<file path="config.mk">
export PLATFORM = sky130hd
export DESIGN_NAME = pdm_slot_router
export DESIGN_NICKNAME = d
export VERILOG_FILES = /design/src/rtl/pdm_router_pkg.sv /design/src/rtl/pdm_clk_div.sv /design/src/rtl/pdm_line_capture.sv /design/src/rtl/pdm_chan_select.sv /design/src/rtl/pdm_slot_router.sv
export SDC_FILE = /design/constraint.sdc
export NUM_CORES = 1
export LEC_CHECK = 0
export ABC_AREA = 1
export BUFFER_PORTS_ARGS = -buffer_cell sky130_fd_sc_hd__buf_2
export CAP_MARGIN = 20
export CORE_UTILIZATION = 38
export CTS_CLUSTER_DIAMETER = 60
export DETAILED_ROUTE_END_ITERATION = 10
export HOLD_SLACK_MARGIN = 0.06
export PLACE_DENSITY_LB_ADDON = 0.05
export SLEW_MARGIN = 5
export SYNTH_ARGS = -nofsm -noshare
export SYNTH_HDL_FRONTEND = slang
export SYNTH_HIERARCHICAL = 1
export SYNTH_SLANG_ARGS = --single-unit
export TNS_END_PERCENT = 100
</file>
<file path="constraint.sdc">
create_clock -name clk -period 1.2 [get_ports clk]
set_input_delay 0 -clock clk [delete_from_list [all_inputs] [get_ports clk]]
set_output_delay 0 -clock clk [all_outputs]
set_load 0.005 [all_outputs]
</file>
<file path="src/rtl/pdm_router_pkg.sv">
package pdm_router_pkg;
   localparam int LINES         = 2;
   localparam int EDGES         = 2;
   localparam int SLOTS         = LINES * EDGES;
   localparam int CFG_W         = 32;
   localparam int EDGE_SEL_BASE = 0;
   localparam int LINE_SEL_BASE = 16;
   localparam int MAX_CH        = 4;

   typedef logic [1:0] slot_idx_t;

   // slot index = {line select, edge select}
   function automatic slot_idx_t slot_of(input logic [CFG_W-1:0] cfg, input int ch);
      return {cfg[LINE_SEL_BASE + 2*ch], cfg[EDGE_SEL_BASE + 2*ch]};
   endfunction

   function automatic logic [CFG_W-1:0] cfg_used_mask(input int nch);
      logic [CFG_W-1:0] m;
      m = '0;
      for (int c = 0; c < nch; c++) begin
         m[EDGE_SEL_BASE + 2*c] = 1'b1;
         m[LINE_SEL_BASE + 2*c] = 1'b1;
      end
      return m;
   endfunction
endpackage

</file>
<file path="src/rtl/pdm_clk_div.sv">
module pdm_clk_div #(
   parameter int HALF_DIV = 4
) (
   input  logic clk,
   input  logic rst_n,
   output logic pdm_clk,
   output logic rise_evt,
   output logic fall_evt
);
   localparam int CW = (HALF_DIV > 1) ? $clog2(HALF_DIV) : 1;

   logic [CW-1:0] cnt;
   logic          wrap;

   assign wrap = (cnt == CW'(HALF_DIV - 1));

   always_ff @(posedge clk) begin
      if (!rst_n) begin
         cnt     <= '0;
         pdm_clk <= 1'b0;
      end else if (wrap) begin
         cnt     <= '0;
         pdm_clk <= ~pdm_clk;
      end else begin
         cnt     <= cnt + 1'b1;
      end
   end

   // events mark the system edge at which pdm_clk changes level
   assign rise_evt = wrap & ~pdm_clk;
   assign fall_evt = wrap &  pdm_clk;
endmodule

</file>
<file path="src/rtl/pdm_line_capture.sv">
module pdm_line_capture
   import pdm_router_pkg::*;
#(
   parameter int SYNC_STAGES = 2
) (
   input  logic             clk,
   input  logic             rst_n,
   input  logic             rise_evt,
   input  logic             fall_evt,
   input  logic [LINES-1:0] din,
   output logic [SLOTS-1:0] slot_vec,
   output logic             frame_evt
);
   logic [LINES-1:0] din_s;
   logic [LINES-1:0] rise_hold;

   generate
      if (SYNC_STAGES == 1) begin : g_single
         logic [LINES-1:0] stg;
         always_ff @(posedge clk) begin
            if (!rst_n) stg <= '0;
            else        stg <= din;
         end
         assign din_s = stg;
      end else begin : g_chain
         logic [LINES-1:0] stg [SYNC_STAGES];
         always_ff @(posedge clk) begin
            if (!rst_n) stg[0] <= '0;
            else        stg[0] <= din;
         end
         for (genvar s = 1; s < SYNC_STAGES; s++) begin : g_stage
            always_ff @(posedge clk) begin
               if (!rst_n) stg[s] <= '0;
               else        stg[s] <= stg[s-1];
            end
         end
         assign din_s = stg[SYNC_STAGES-1];
      end
   endgenerate

   always_ff @(posedge clk) begin
      if (!rst_n)        rise_hold <= '0;
      else if (rise_evt) rise_hold <= din_s;
   end

   generate
      for (genvar l = 0; l < LINES; l++) begin : g_slot
         assign slot_vec[2*l]     = rise_hold[l];
         assign slot_vec[2*l + 1] = din_s[l];
      end
   endgenerate

   // both slots of every line are complete at the falling edge
   assign frame_evt = fall_evt;
endmodule

</file>
<file path="src/rtl/pdm_chan_select.sv">
module pdm_chan_select
   import pdm_router_pkg::*;
#(
   parameter int NUM_CH = 4
) (
   input  logic              clk,
   input  logic              rst_n,
   input  logic              rise_evt,
   input  logic              frame_evt,
   input  logic [CFG_W-1:0]  cfg_word,
   input  logic [NUM_CH-1:0] chan_en,
   input  logic [SLOTS-1:0]  slot_vec,
   output logic [NUM_CH-1:0] ch_bit,
   output logic [NUM_CH-1:0] ch_valid
);
   localparam logic [CFG_W-1:0] USED = cfg_used_mask(NUM_CH);

   logic unused_cfg_bits;
   assign unused_cfg_bits = ^(cfg_word & ~USED);

   generate
      for (genvar c = 0; c < NUM_CH; c++) begin : g_ch
         slot_idx_t sel;
         logic      armed;
         logic      bit_q;
         logic      vld_q;

         assign sel = slot_of(cfg_word, c);

         always_ff @(posedge clk) begin
            if (!rst_n) begin
               armed <= 1'b0;
               bit_q <= 1'b0;
               vld_q <= 1'b0;
            end else begin
               if (rise_evt) armed <= chan_en[c];
               vld_q <= frame_evt & armed & chan_en[c];
               if (frame_evt) bit_q <= slot_vec[sel];
            end
         end

         assign ch_bit[c]   = bit_q;
         assign ch_valid[c] = vld_q;
      end
   endgenerate
endmodule

</file>
<file path="src/rtl/pdm_slot_router.sv">
module pdm_slot_router
   import pdm_router_pkg::*;
#(
   parameter int NUM_CH      = 4,
   parameter int HALF_DIV    = 4,
   parameter int SYNC_STAGES = 2
) (
   input  logic              clk,
   input  logic              rst_n,
   input  logic [31:0]       cfg_word,
   input  logic [NUM_CH-1:0] chan_en,
   input  logic [1:0]        pdm_din,
   output logic              pdm_clk,
   output logic [NUM_CH-1:0] ch_bit,
   output logic [NUM_CH-1:0] ch_valid
);
   generate
      if (NUM_CH < 1 || NUM_CH > MAX_CH) begin : g_bad_ch
         $error("pdm_slot_router: NUM_CH must be 1..4");
      end
      if (HALF_DIV < 2) begin : g_bad_div
         $error("pdm_slot_router: HALF_DIV must be at least 2");
      end
      if (SYNC_STAGES < 1) begin : g_bad_sync
         $error("pdm_slot_router: SYNC_STAGES must be at least 1");
      end
   endgenerate

   logic             rise_evt;
   logic             fall_evt;
   logic             frame_evt;
   logic [SLOTS-1:0] slot_vec;

   pdm_clk_div #(.HALF_DIV(HALF_DIV)) u_div (
      .clk      (clk),
      .rst_n    (rst_n),
      .pdm_clk  (pdm_clk),
      .rise_evt (rise_evt),
      .fall_evt (fall_evt)
   );

   pdm_line_capture #(.SYNC_STAGES(SYNC_STAGES)) u_cap (
      .clk       (clk),
      .rst_n     (rst_n),
      .rise_evt  (rise_evt),
      .fall_evt  (fall_evt),
      .din       (pdm_din),
      .slot_vec  (slot_vec),
      .frame_evt (frame_evt)
   );

   pdm_chan_select #(.NUM_CH(NUM_CH)) u_sel (
      .clk       (clk),
      .rst_n     (rst_n),
      .rise_evt  (rise_evt),
      .frame_evt (frame_evt),
      .cfg_word  (cfg_word),
      .chan_en   (chan_en),
      .slot_vec  (slot_vec),
      .ch_bit    (ch_bit),
      .ch_valid  (ch_valid)
   );
endmodule

</file>
After elaboration in Yosys (flattened, before gate mapping)
Memories as Yosys holds them, arrays and structs flattened.
Index checks and enable logic that the tools add are counted.
W data, S select, Z words.
{"block": "totals", "regBits": 17, "latch_bits": 0, "ramBits": 4, "romBits": 0, "output_inout_bits": 9, "wordCells": 49, "mem_count": 1}
{"memory": "u_cap.g_chain.stg", "depth": 2, "word_bits": 2, "rd": 2, "rd_ports_with_merged_regs": 0, "write_ports": 2, "line": "pdm_line_capture.sv:26", "rtl": "logic [LINES-1:0] stg [SYNC_STAGES];"}
{"block": "op_classes", "addsub": 1, "n_mul": 0, "div_mod_pow": 0, "magnitude_cmp": 4, "eq_ne": 1, "shift": 0, "muxes": 12, "bitwise_logic": 14, "reduce_logical": 1}
{"op": "$lt A2 B3 Y1 const B", "count": 4}
{"op": "$and A1 B1 Y1", "count": 10}
{"op": "$bmux W1 S2", "count": 4}
{"op": "$mux W1", "count": 6}
{"op": "$mux W2", "count": 2}
{"op": "$add A2 B1 Y2 const B", "count": 1}
{"op": "$eq A2 B2 Y1 const B", "count": 1}
{"op": "$not A1 Y1", "count": 2}
{"op": "$or A1 B1 Y1", "count": 2}
{"op": "$reduce_or A2 Y1", "count": 1}

Longest topological paths before layout
Gate-level depths: netlist of the first run.
{"block": "depth", "depth_word": 4, "mapped_depth": 7, "ltp_nobuf": 6}

Hierarchy
Netlist of the first run, hierarchy kept.
{"module": "pdm_chan_select", "instances": 1, "cells_each": 86, "area_each_um2": 581.8, "seq_area_each_um2": 240.2}
{"module": "pdm_line_capture", "instances": 1, "cells_each": 25, "area_each_um2": 195.2, "seq_area_each_um2": 120.1}
{"module": "pdm_clk_div", "instances": 1, "cells_each": 15, "area_each_um2": 113.9, "seq_area_each_um2": 60.1}

Worst setup path after synthesis of the first run
No wires, ideal clock.
{"block": "synth_path", "path_type": "reg-to-reg", "startpoint": "register u_div.cnt[0]", "endpoint": "register u_cap.rise_hold[1]", "setup_time_ns": 0.113, "arrival_ns": 1.129, "t_required_ns": 1.087, "setup_slack_ns": -0.042, "stages_incl_launch_ff": 7, "n_path_buf": 0, "cell_sequence": "dfxtp_1 ha_1 inv_1 nor2_1 nand2_1 nand2_1 nor2_1"}
{"block": "synth_via", "elab_chain_len": 2}
{"element": "start: declaration", "line": "pdm_clk_div.sv:12", "rtl": "logic [CW-1:0] cnt;"}
{"element": "start signal: assignment", "line": "pdm_clk_div.sv:25", "rtl": "cnt <= cnt + 1'b1;"}
{"element": "$eq A2 B2 Y1", "line": "pdm_clk_div.sv:15", "rtl": "assign wrap = (cnt == CW'(HALF_DIV - 1));"}
{"element": "$and A1 B1 Y1", "line": "pdm_clk_div.sv:30", "rtl": "assign rise_evt = wrap & ~pdm_clk;"}
{"element": "named net rise_evt", "line": "pdm_slot_router.sv:29", "rtl": "logic rise_evt;"}
{"element": "end signal: assignment", "line": "pdm_line_capture.sv:43", "rtl": "else if (rise_evt) rise_hold <= din_s;"}
{"element": "end: declaration", "line": "pdm_line_capture.sv:15", "rtl": "logic [LINES-1:0] rise_hold;"}
The timed path passes the listed nets, and every way through them passes these cells.
A chain may end at the register's enable or synchronous reset.

Worst setup path after layout of the first run
{"block": "layout_path", "startpoint": "register u_div.cnt[0]", "endpoint": "register u_cap.rise_hold[0]"}
The elaborated chain is that of the path after synthesis.

==> flow_summary.yaml, run 1 <==
run_status:
  outcome: "completed"
critical_path:
  reg2reg_depth: 7
  required_ps: 1400
  crit_arrival_ps: 1330
  critical-path-max-stage-delay_ps: 350
  criticalPathCategory: "reg -> reg"
  worst_setup_path_end_kind: "register"
  slowest_stage: "dfxtp_2"
  cpMostUsedCell: "nand2_1"
  cp-start-kind: "register"
  crit_fanout: 6
  crit_chain: "ha_2, inv_1, nor2_2, buf_2, nand2_1, nand2_1, nor2_1"
floorplanning:
  core-area_um2: 2210
  die_area_um2: 2540
  die_y_um: 50.4
  rows: 17
  start_util_pct: 40.3
  dieWidth_um: 50.4
  num_io_pins: 49
drt:
  drtPass1Iterations: 4
  antenna_left: 0
  drtIter0Drc: 19
  vias: 814
  wl_um: 1700
  drc: 0
  viasPerCell: 4.31
  wl_per_cell_um: 8.97
clock_network:
  h-tree-depth: 1
  cts_sinks: 21
  numCtsBuffers: 3
  clk_pin_slew_worst_paths_ps: 110
  cts_tree: "done"
  root_buffer: "clkbuf_4"
  cts_buffer_depth: 2
  clkLatencyLatePin_ps: 290
global_route:
  grtUsageTotal_pct: 14.4
  grt_max_degree: 18
  grt_pass1_vias: 672
  overflow: 0
  antenna_found_initial: 0
  grt_first_pass_wirelength_um: 2710
logic_synthesis:
  synthAdderAreaFrac_pct: 1.40
  yosysUniqueCellTypes: 11
  yosys_warnings: 6
  synth_common_cells: "35 x nand2_1, 21 x dfxtp_1, 21 x inv_1"
  synth_edf_count: 0
  synth_top_family_by_area: "simple AND/OR/NAND/NOR gates"
  synth_top_area_cell: "dfxtp_1"
  synth_mux_area_share_pct: 0
  synth_ff_type: "dfxtp_1"
  synth_xor_area_share_pct: 0
  async_flop_share_pct: 0
  synth_top_area_share_pct: 47.2
  synthTopCellsByArea: "dfxtp_1 47%, nand2_1 15%, inv_1 8.8%, buf_4 7.6%, nor2_1 5.5%"
  synth-compound-area-share_pct: 8.99
  yosys.area_share.simple_pct: 25.4
  synth_most_common_cell: "nand2_1"
  seq_area_frac_synth_pct: 47.2
  netlist_area_um2: 891
  syn_inst: 126
  syn_nets: 167
  synth-seq-cells: 21
  avgSynthCellArea_um2: 7.07
finish:
  syn_to_final_growth_pct: 31.3
  drive_gt1_share_pct: 21.7
  nets: 203
  antenna_cells: 0
sta:
  tns_ps: 0
  post-route-period-util_pct: 93.9
  slew_headroom_pct: 80.8
  rsz0062_at_grt: "false"
  clock.fmax_mhz: 888
  period_minus_slack_ps: 1130
  maxSlewViolCount: 0
  report.final.hold_viol_count: 0
  tightest_slew_ps: 288
  setup_violations: 0
  clock_skew_ps: 5.05
worst_hold_path:
  hold-path-cell-count: 3
  min_path_type: "in -> reg"
power:
  finalPower_uw: 1250
  powerDensity_nw_per_um2: 1070
  max-vdd-ir-drop_mv: 0.611
  power.leakage_uw: 0.000601
place:
  io_buffers: 24
  gp_routability_congestion: 0.763
  dp_hpwl_um: 1120
job:
  max_cap_viol_count: 0
==> through the flow <==
step / util [%] / cells / hold slack (ps) / setup WS, ps / area [um^2]
floorplan: - / 126 / 93.5 / 41.4 / 893
global placement: 44.5 / 169 / 182 / 109 / 983
detailed placement: 44.5 / 169 / 187 / 83.5 / 983
CTS: 51.5 / 186 / 63.4 / 62.1 / 1140
global route: 52.9 / 189 / 64.8 / 9.06 / 1170
finish: 52.9 / 189 / 70.4 / 73.6 / 1170
==> logic make-up after synthesis <==
kind of cell,count (synthesis)
and+or+nand+nor,57
adders and majority gates,1
DFF,21
AOI/OAI and AO/OA,16
buffers and inverters,31
==> worst paths after layout <==
| path | slack, ps | to | from |
|---|---|---|---|
| setup / recovery | 70 | u_cap/rise_hold[0]$_SDFFE_PN0P_ | u_div/cnt[0]$_SDFF_PP0_ |
| hold / removal | 70 | u_cap/rise_hold[1]$_SDFFE_PN0P_ | rst_n |
| setup reg to reg | 70 | u_cap/rise_hold[0]$_SDFFE_PN0P_ | u_div/cnt[0]$_SDFF_PP0_ |
| hold reg to reg | 410 | u_div/cnt[0]$_SDFF_PP0_ | u_div/cnt[0]$_SDFF_PP0_ |
==> layout make-up <==
class	instances	area [um^2]
fillers	238	1040
flip-flops and latches	21	422
multi-input cells	74	324
repair buffers	41	284
inverters	21	78.8
well taps	28	35.0
clock buffers	4	26.3
==> registers in the layout (all words and copies together), names as in the netlist <==
name               cells
u_sel/g_ch.vld_q       4
u_cap/g_chain.stg      4
u_cap/rise_hold        2
u_sel/g_ch.bit_q       4
u_sel/g_ch.armed       4
u_div/cnt              2
u_div/pdm_clk          1
==> worst max-delay path, delay by kind of cell, from the launching register on <==
family                   cells  cell delay (ps)
adder cells (fa/ha/maj)      1              190
flip-flops                   1              350
AND/OR/NAND/NOR              4              260
buffers and inverters        2              240
==> repair_timing <==
action                                  CTS  global route
hold endpoints to repair                 15             1
hold buffers                             13             1
endpoints found under the setup margin    0             8
buffers inserted                          0             1
resized for setup                         0             4
==> placed cells by master, fill, tap and decap left out, types with 3 or more instances in the layout <==
cell type | synthesis | final
buf_2 | 1 | 25
nand3_1 | 8 | 8
o21ai_1 | 8 | 8
nor2_1 | 13 | 12
nand2_1 | 35 | 35
dfxtp_1 | 21 | 20
clkbuf_4 | 0 | 3
inv_1 | 21 | 20
dlygate4sd3_1 | 0 | 14
a21oi_1 | 8 | 8
==> routing by layer <==
| layer | track usage [%] | share of wire, % | wire, um |
|---|---|---|---|
| met1 | 17.9 | 47 | 805 |
| met2 | 23.6 | 48 | 808 |
| met3 | 2.73 | 3.9 | 66 |
| met4 | 6.94 | 0.83 | 14 |
| met5 | 0 | 0 | 0 |
==> where the power goes <==
part	total (uW)	leakage, uW	internal [uW]	switching, uW
Sequential	754	0.000171	730	23.8
Clock	319	0.0000150	129	190
Combinational	182	0.000415	97.7	84.0
No activity file was read; power rests on OpenSTA's default activity.
==> inputs of run 2 (changes only) <==
- ABC_AREA: 1 -> unset
- CORE_UTILIZATION: 38 -> 40
- HOLD_SLACK_MARGIN: 0.06 -> unset
==> flow_summary.yaml, run 2 <==
run_status:
  outcome: "completed"
critical_path:
  worst_setup_path_end_kind: "register"
  criticalPathCategory: "reg -> reg"
  cp-start-kind: "register"
  crit_arrival_ps: 1340
  crit_fanout: 13
  required_ps: 1400
place:
  gp_routability_congestion: 0.711
  post-place-ws_ps: -91.9
  dp_hpwl_um: 1110
  io_buffers: 24
power:
  p_clk_share_pct: 27.1
  powerDensity_nw_per_um2: 1070
  p_int_uw: 936
  swShare_pct: 22.4
  p_sw_uw: 270
  p_seq_share_pct: 61.4
  power.leakage_uw: 0.000485
  max-vdd-ir-drop_mv: 0.557
  p_comb_share_pct: 11.5
drt:
  wl_per_cell_um: 11.8
  vias: 658
  wl_um: 1610
  antenna_left: 0
  drtIter0Drc: 11
  drtPass1Iterations: 4
  viasPerCell: 4.80
  drc: 0
logic_synthesis:
  synth_top_area_share_pct: 43.5
  syn_inst: 86
  synth-seq-cells: 21
  netlist_area_um2: 967
  yosysUniqueCellTypes: 21
  synth_most_common_cell: "dfxtp_1"
  synth_ff_type: "dfxtp_1"
  yosys_warnings: 6
  seq_area_frac_synth_pct: 43.5
  synth_edf_count: 0
  synth_common_cells: "21 x dfxtp_1, 14 x mux2i_1, 9 x buf_4"
  synth_top_area_cell: "dfxtp_1"
  avgSynthCellArea_um2: 11.2
  synthTopCellsByArea: "dfxtp_1 43%, mux2i_1 14%, buf_4 7.0%, nand3b_1 4.7%, nor2b_1 3.9%"
  async_flop_share_pct: 0
  syn_nets: 127
floorplanning:
  rows: 17
  dieWidth_um: 51.2
  die_area_um2: 2620
  num_io_pins: 49
  start_util_pct: 42.9
  core-area_um2: 2250
  die_y_um: 51.2
clock_network:
  root_buffer: "clkbuf_4"
  cts_tree: "done"
  clkLatencyLatePin_ps: 290
  h-tree-depth: 1
  clk_pin_slew_worst_paths_ps: 110
  cts_sinks: 21
  numCtsBuffers: 3
  postCtsSetupBuffers: 0
  cts_buffer_depth: 2
global_route:
  grt_max_degree: 16
  antenna_found_initial: 0
  grt_first_pass_wirelength_um: 2660
  grt_pass1_vias: 622
  overflow: 0
  grtUsageTotal_pct: 13.9
sta:
  clock.fmax_mhz: 876
  tightest_slew_ps: 293
  report.final.hold_viol_count: 0
  period_minus_slack_ps: 1140
  rsz0062_at_grt: "true"
  slew_headroom_pct: 80.4
  setup_slack_ps: 58.7
  post-route-period-util_pct: 95.1
  clock_skew_ps: 3.16
  maxSlewViolCount: 0
  setup_violations: 0
finish:
  antenna_cells: 0
  nets: 151
  post-route-util_pct: 50.2
  final_cell_mix: "24 x buf_2, 19 x dfxtp_1, 13 x mux2i_1"
  drive_gt1_share_pct: 37.6
  final_common_cell: "buf_2"
  syn_to_final_growth_pct: 16.9
worst_hold_path:
  min_path_type: "in -> reg"
job:
  max_cap_viol_count: 0
## run 2: area by class of cell
class	instances	area, um^2
clock buffers	4	26.3
flip-flops and latches	21	423
repair buffers	32	195
fillers	226	1120
multi-input cells	52	452
well taps	28	35.0
## run 2: routing by layer
layer  track usage (%)  vias up  wire length, um
met5                 0        -                0
li1                  -      338                -
met2              21.9       16              740
met4              6.94        0               27
met1              17.2      300              767
met3              3.87        4               75
## run 2: final timing paths
path	start	endpoint	slack [ps]	cells after the start
setup / recovery	u_div/cnt[0]$_SDFF_PP0_	u_sel/g_ch[0].vld_q$_SDFF_PN0_	60	4
hold / removal	cfg_word[2]	u_sel/g_ch[1].bit_q$_SDFFE_PN0P_	30	3
setup reg to reg	u_div/cnt[0]$_SDFF_PP0_	u_sel/g_ch[0].vld_q$_SDFF_PN0_	60	4
hold reg to reg	u_div/cnt[0]$_SDFF_PP0_	u_div/cnt[0]$_SDFF_PP0_	450	1
## run 2: cell families after synthesis
family                     after synthesis  share of synthesized area (%)
DFF                                     21                           43.5
adders and majority gates                1                           1.29
buffers and inverters                   13                           11.9
AOI/OAI and AO/OA                        5                           5.69
and+or+nand+nor                         32                           23.2
muxes                                   14                           14.5
## run 2: stage by stage
step	total power, uW	hold slack (ps)	instances	setup TNS [ps]	cell area, um^2
finish	1210	26.0	137	0	1130
global route	1270	35.9	137	-12.1	1130
CTS	1220	11.7	137	0	1110
detailed placement	864	209	127	-495	1020
global placement	860	208	127	-113	1020
floorplan	825	117	86	0	972
## run 2: critical path: stages, from the launching register on
cell,delay [ps]
dfxtp_2,350
ha_4,160
and2_4,200
and2_4,160
and3_1,170
## run 2: timing repair
action / in CTS / in global routing
setup endpoints to repair: 14 / 14
endpoints found under the hold margin: 10 / 0
hold buffers: 6 / 0
gates resized for setup: 3 / 4
## run 2: power groups by stage
stage / clock network [uW] / registers (uW) / logic (uW)
finish: 326 / 741 / 139
global route: 373 / 745 / 153
CTS: 351 / 734 / 133
detailed placement: 0 / 750 / 114
global placement: 0 / 749 / 111
floorplan: 0 / 746 / 78.3
==> inputs of run 3 (changes only) <==
- PLACE_DENSITY: unset -> 0.85
- PLACE_DENSITY_LB_ADDON: 0.05 -> unset
==> flow_summary.yaml, run 3 (same netlist as run 2, synthesis figures left out) <==
job:
  max_cap_viol_count: 0
finish:
  final_common_cell: "buf_2"
  drive_gt1_share_pct: 36.1
  antenna_cells: 0
  finalInstanceArea_um2: 1120
  nets: 150
  syn_to_final_growth_pct: 15.8
  final_cell_mix: "24 x buf_2, 19 x dfxtp_1, 14 x mux2i_1"
  layout.cells.non_filler: 136
  n_fill_cell: 219
drt:
  vias: 675
  antenna_left: 0
  drc: 0
  wl_um: 1640
  wl_per_cell_um: 12.0
  drtIter0Drc: 7
  drtPass1Iterations: 4
  viasPerCell: 4.96
critical_path:
  crit_chain: "ha_4, and2_4, and2_4, and3_1"
  worst_setup_path_end_kind: "register"
  cp-start-kind: "register"
  criticalPathCategory: "reg -> reg"
  required_ps: 1400
  crit_arrival_ps: 1330
  cpMostUsedCell: "and2_4"
  crit_fanout: 13
  critical-path-max-stage-delay_ps: 350
  slowest_stage: "dfxtp_2"
place:
  post-place-ws_ps: -111
  dp_cells: 126
  place_area_um2: 1020
  dp_hpwl_um: 1180
  gp_routability_congestion: 0.644
  io_buffers: 24
sta:
  clock_skew_ps: 5.92
  post-route-period-util_pct: 94.7
  report.final.hold_viol_count: 0
  worst_hold_slack_ps: 24.7
  setup_violations: 0
  slew_headroom_pct: 74.0
  period_minus_slack_ps: 1140
  setup_slack_ps: 63.5
  maxSlewViolCount: 0
  clock.fmax_mhz: 880
  tightest_slew_ps: 390
  rsz0062_at_grt: "false"
global_route:
  antenna_found_initial: 0
  grt_max_degree: 27
  grt_pass1_vias: 635
  overflow: 0
  grt_first_pass_wirelength_um: 2530
  grtUsageTotal_pct: 13.0
power:
  power.leakage_uw: 0.000479
  finalPower_uw: 1200
  p_int_uw: 931
  max-vdd-ir-drop_mv: 0.688
  swShare_pct: 22.7
  p_sw_uw: 273
  p_seq_share_pct: 61.5
  powerDensity_nw_per_um2: 1080
  p_clk_share_pct: 27.6
  p_comb_share_pct: 10.9
floorplanning:
  die_area_um2: 2620
  core-area_um2: 2250
  num_io_pins: 49
  rows: 17
  dieWidth_um: 51.2
  start_util_pct: 42.9
  die_y_um: 51.2
clock_network:
  h-tree-depth: 1
  cts_tree: "done"
  cts_sinks: 21
  clkLatencyLatePin_ps: 300
  root_buffer: "clkbuf_4"
  postCtsSetupBuffers: 0
  cts_buffer_depth: 2
  clk_pin_slew_worst_paths_ps: 110
  numCtsBuffers: 3
run_status:
  outcome: "completed"
worst_hold_path:
  min_path_type: "in -> reg"
-- run 3: cell types whose count changed in the layout (fill, tap and decap cells not counted), sizes merged --
cell  before  now
buf       26   25
-- run 3: power groups by stage --
stage,Sequential [uW],Clock (uW),Combinational [uW]
after global placement,748,0,106
after floorplan,746,0,78.3
after CTS,735,341,130
after detailed placement,750,0,112
final,740,332,132
after global routing,743,375,147
-- run 3: layout make-up --
cell class | count | area, um^2 | area share (%)
well taps | 28 | 35.0 | 3.13
clock buffers | 4 | 26.3 | 2.35
multi-input cells | 52 | 448 | 40.0
flip-flops and latches | 21 | 423 | 37.8
repair buffers | 31 | 188 | 16.8
-- run 3: worst paths after layout --
path                            from                               end  slack [ps]  cells past startpoint
max          u_div/cnt[0]$_SDFF_PP0_    u_sel/g_ch[3].vld_q$_SDFF_PN0_          60                      4
min reg2reg  u_div/cnt[0]$_SDFF_PP0_           u_div/cnt[0]$_SDFF_PP0_         440                      1
max reg2reg  u_div/cnt[0]$_SDFF_PP0_    u_sel/g_ch[3].vld_q$_SDFF_PN0_          60                      4
min                      cfg_word[0]  u_sel/g_ch[0].bit_q$_SDFFE_PN0P_          20                      3
-- run 3: routing by layer --
metal	GRT usage (%)	part of all wire, %	vias to the layer above
met5	0	0	-
met4	5.09	0	0
met3	3.57	3.7	0
met2	21.7	51	16
met1	15.5	45	321
li1	-	-	338
-- run 3: what timing repair did --
item | CTS | global route
setup endpoints to repair | 11 | 8
hold endpoints to repair | 10 | 0
gates resized for setup | 3 | 3
hold buffers | 6 | 0
-- run 3: stage by stage --
step | utilization [%] | setup TNS, ps
2_1_floorplan | - | 0
5_1_grt | 49.7 | 0
3_5_place_dp | 45.1 | -546
6_report | 49.7 | 0
4_1_cts | 49.1 | 0
3_3_place_gp | 45.1 | -164
-- run 3: critical path: cells and delay by family (launching register included) --
kind / cells / cell delay (ps)
fa+ha+maj: 1 / 160
flops: 1 / 350
simple gates: 3 / 540
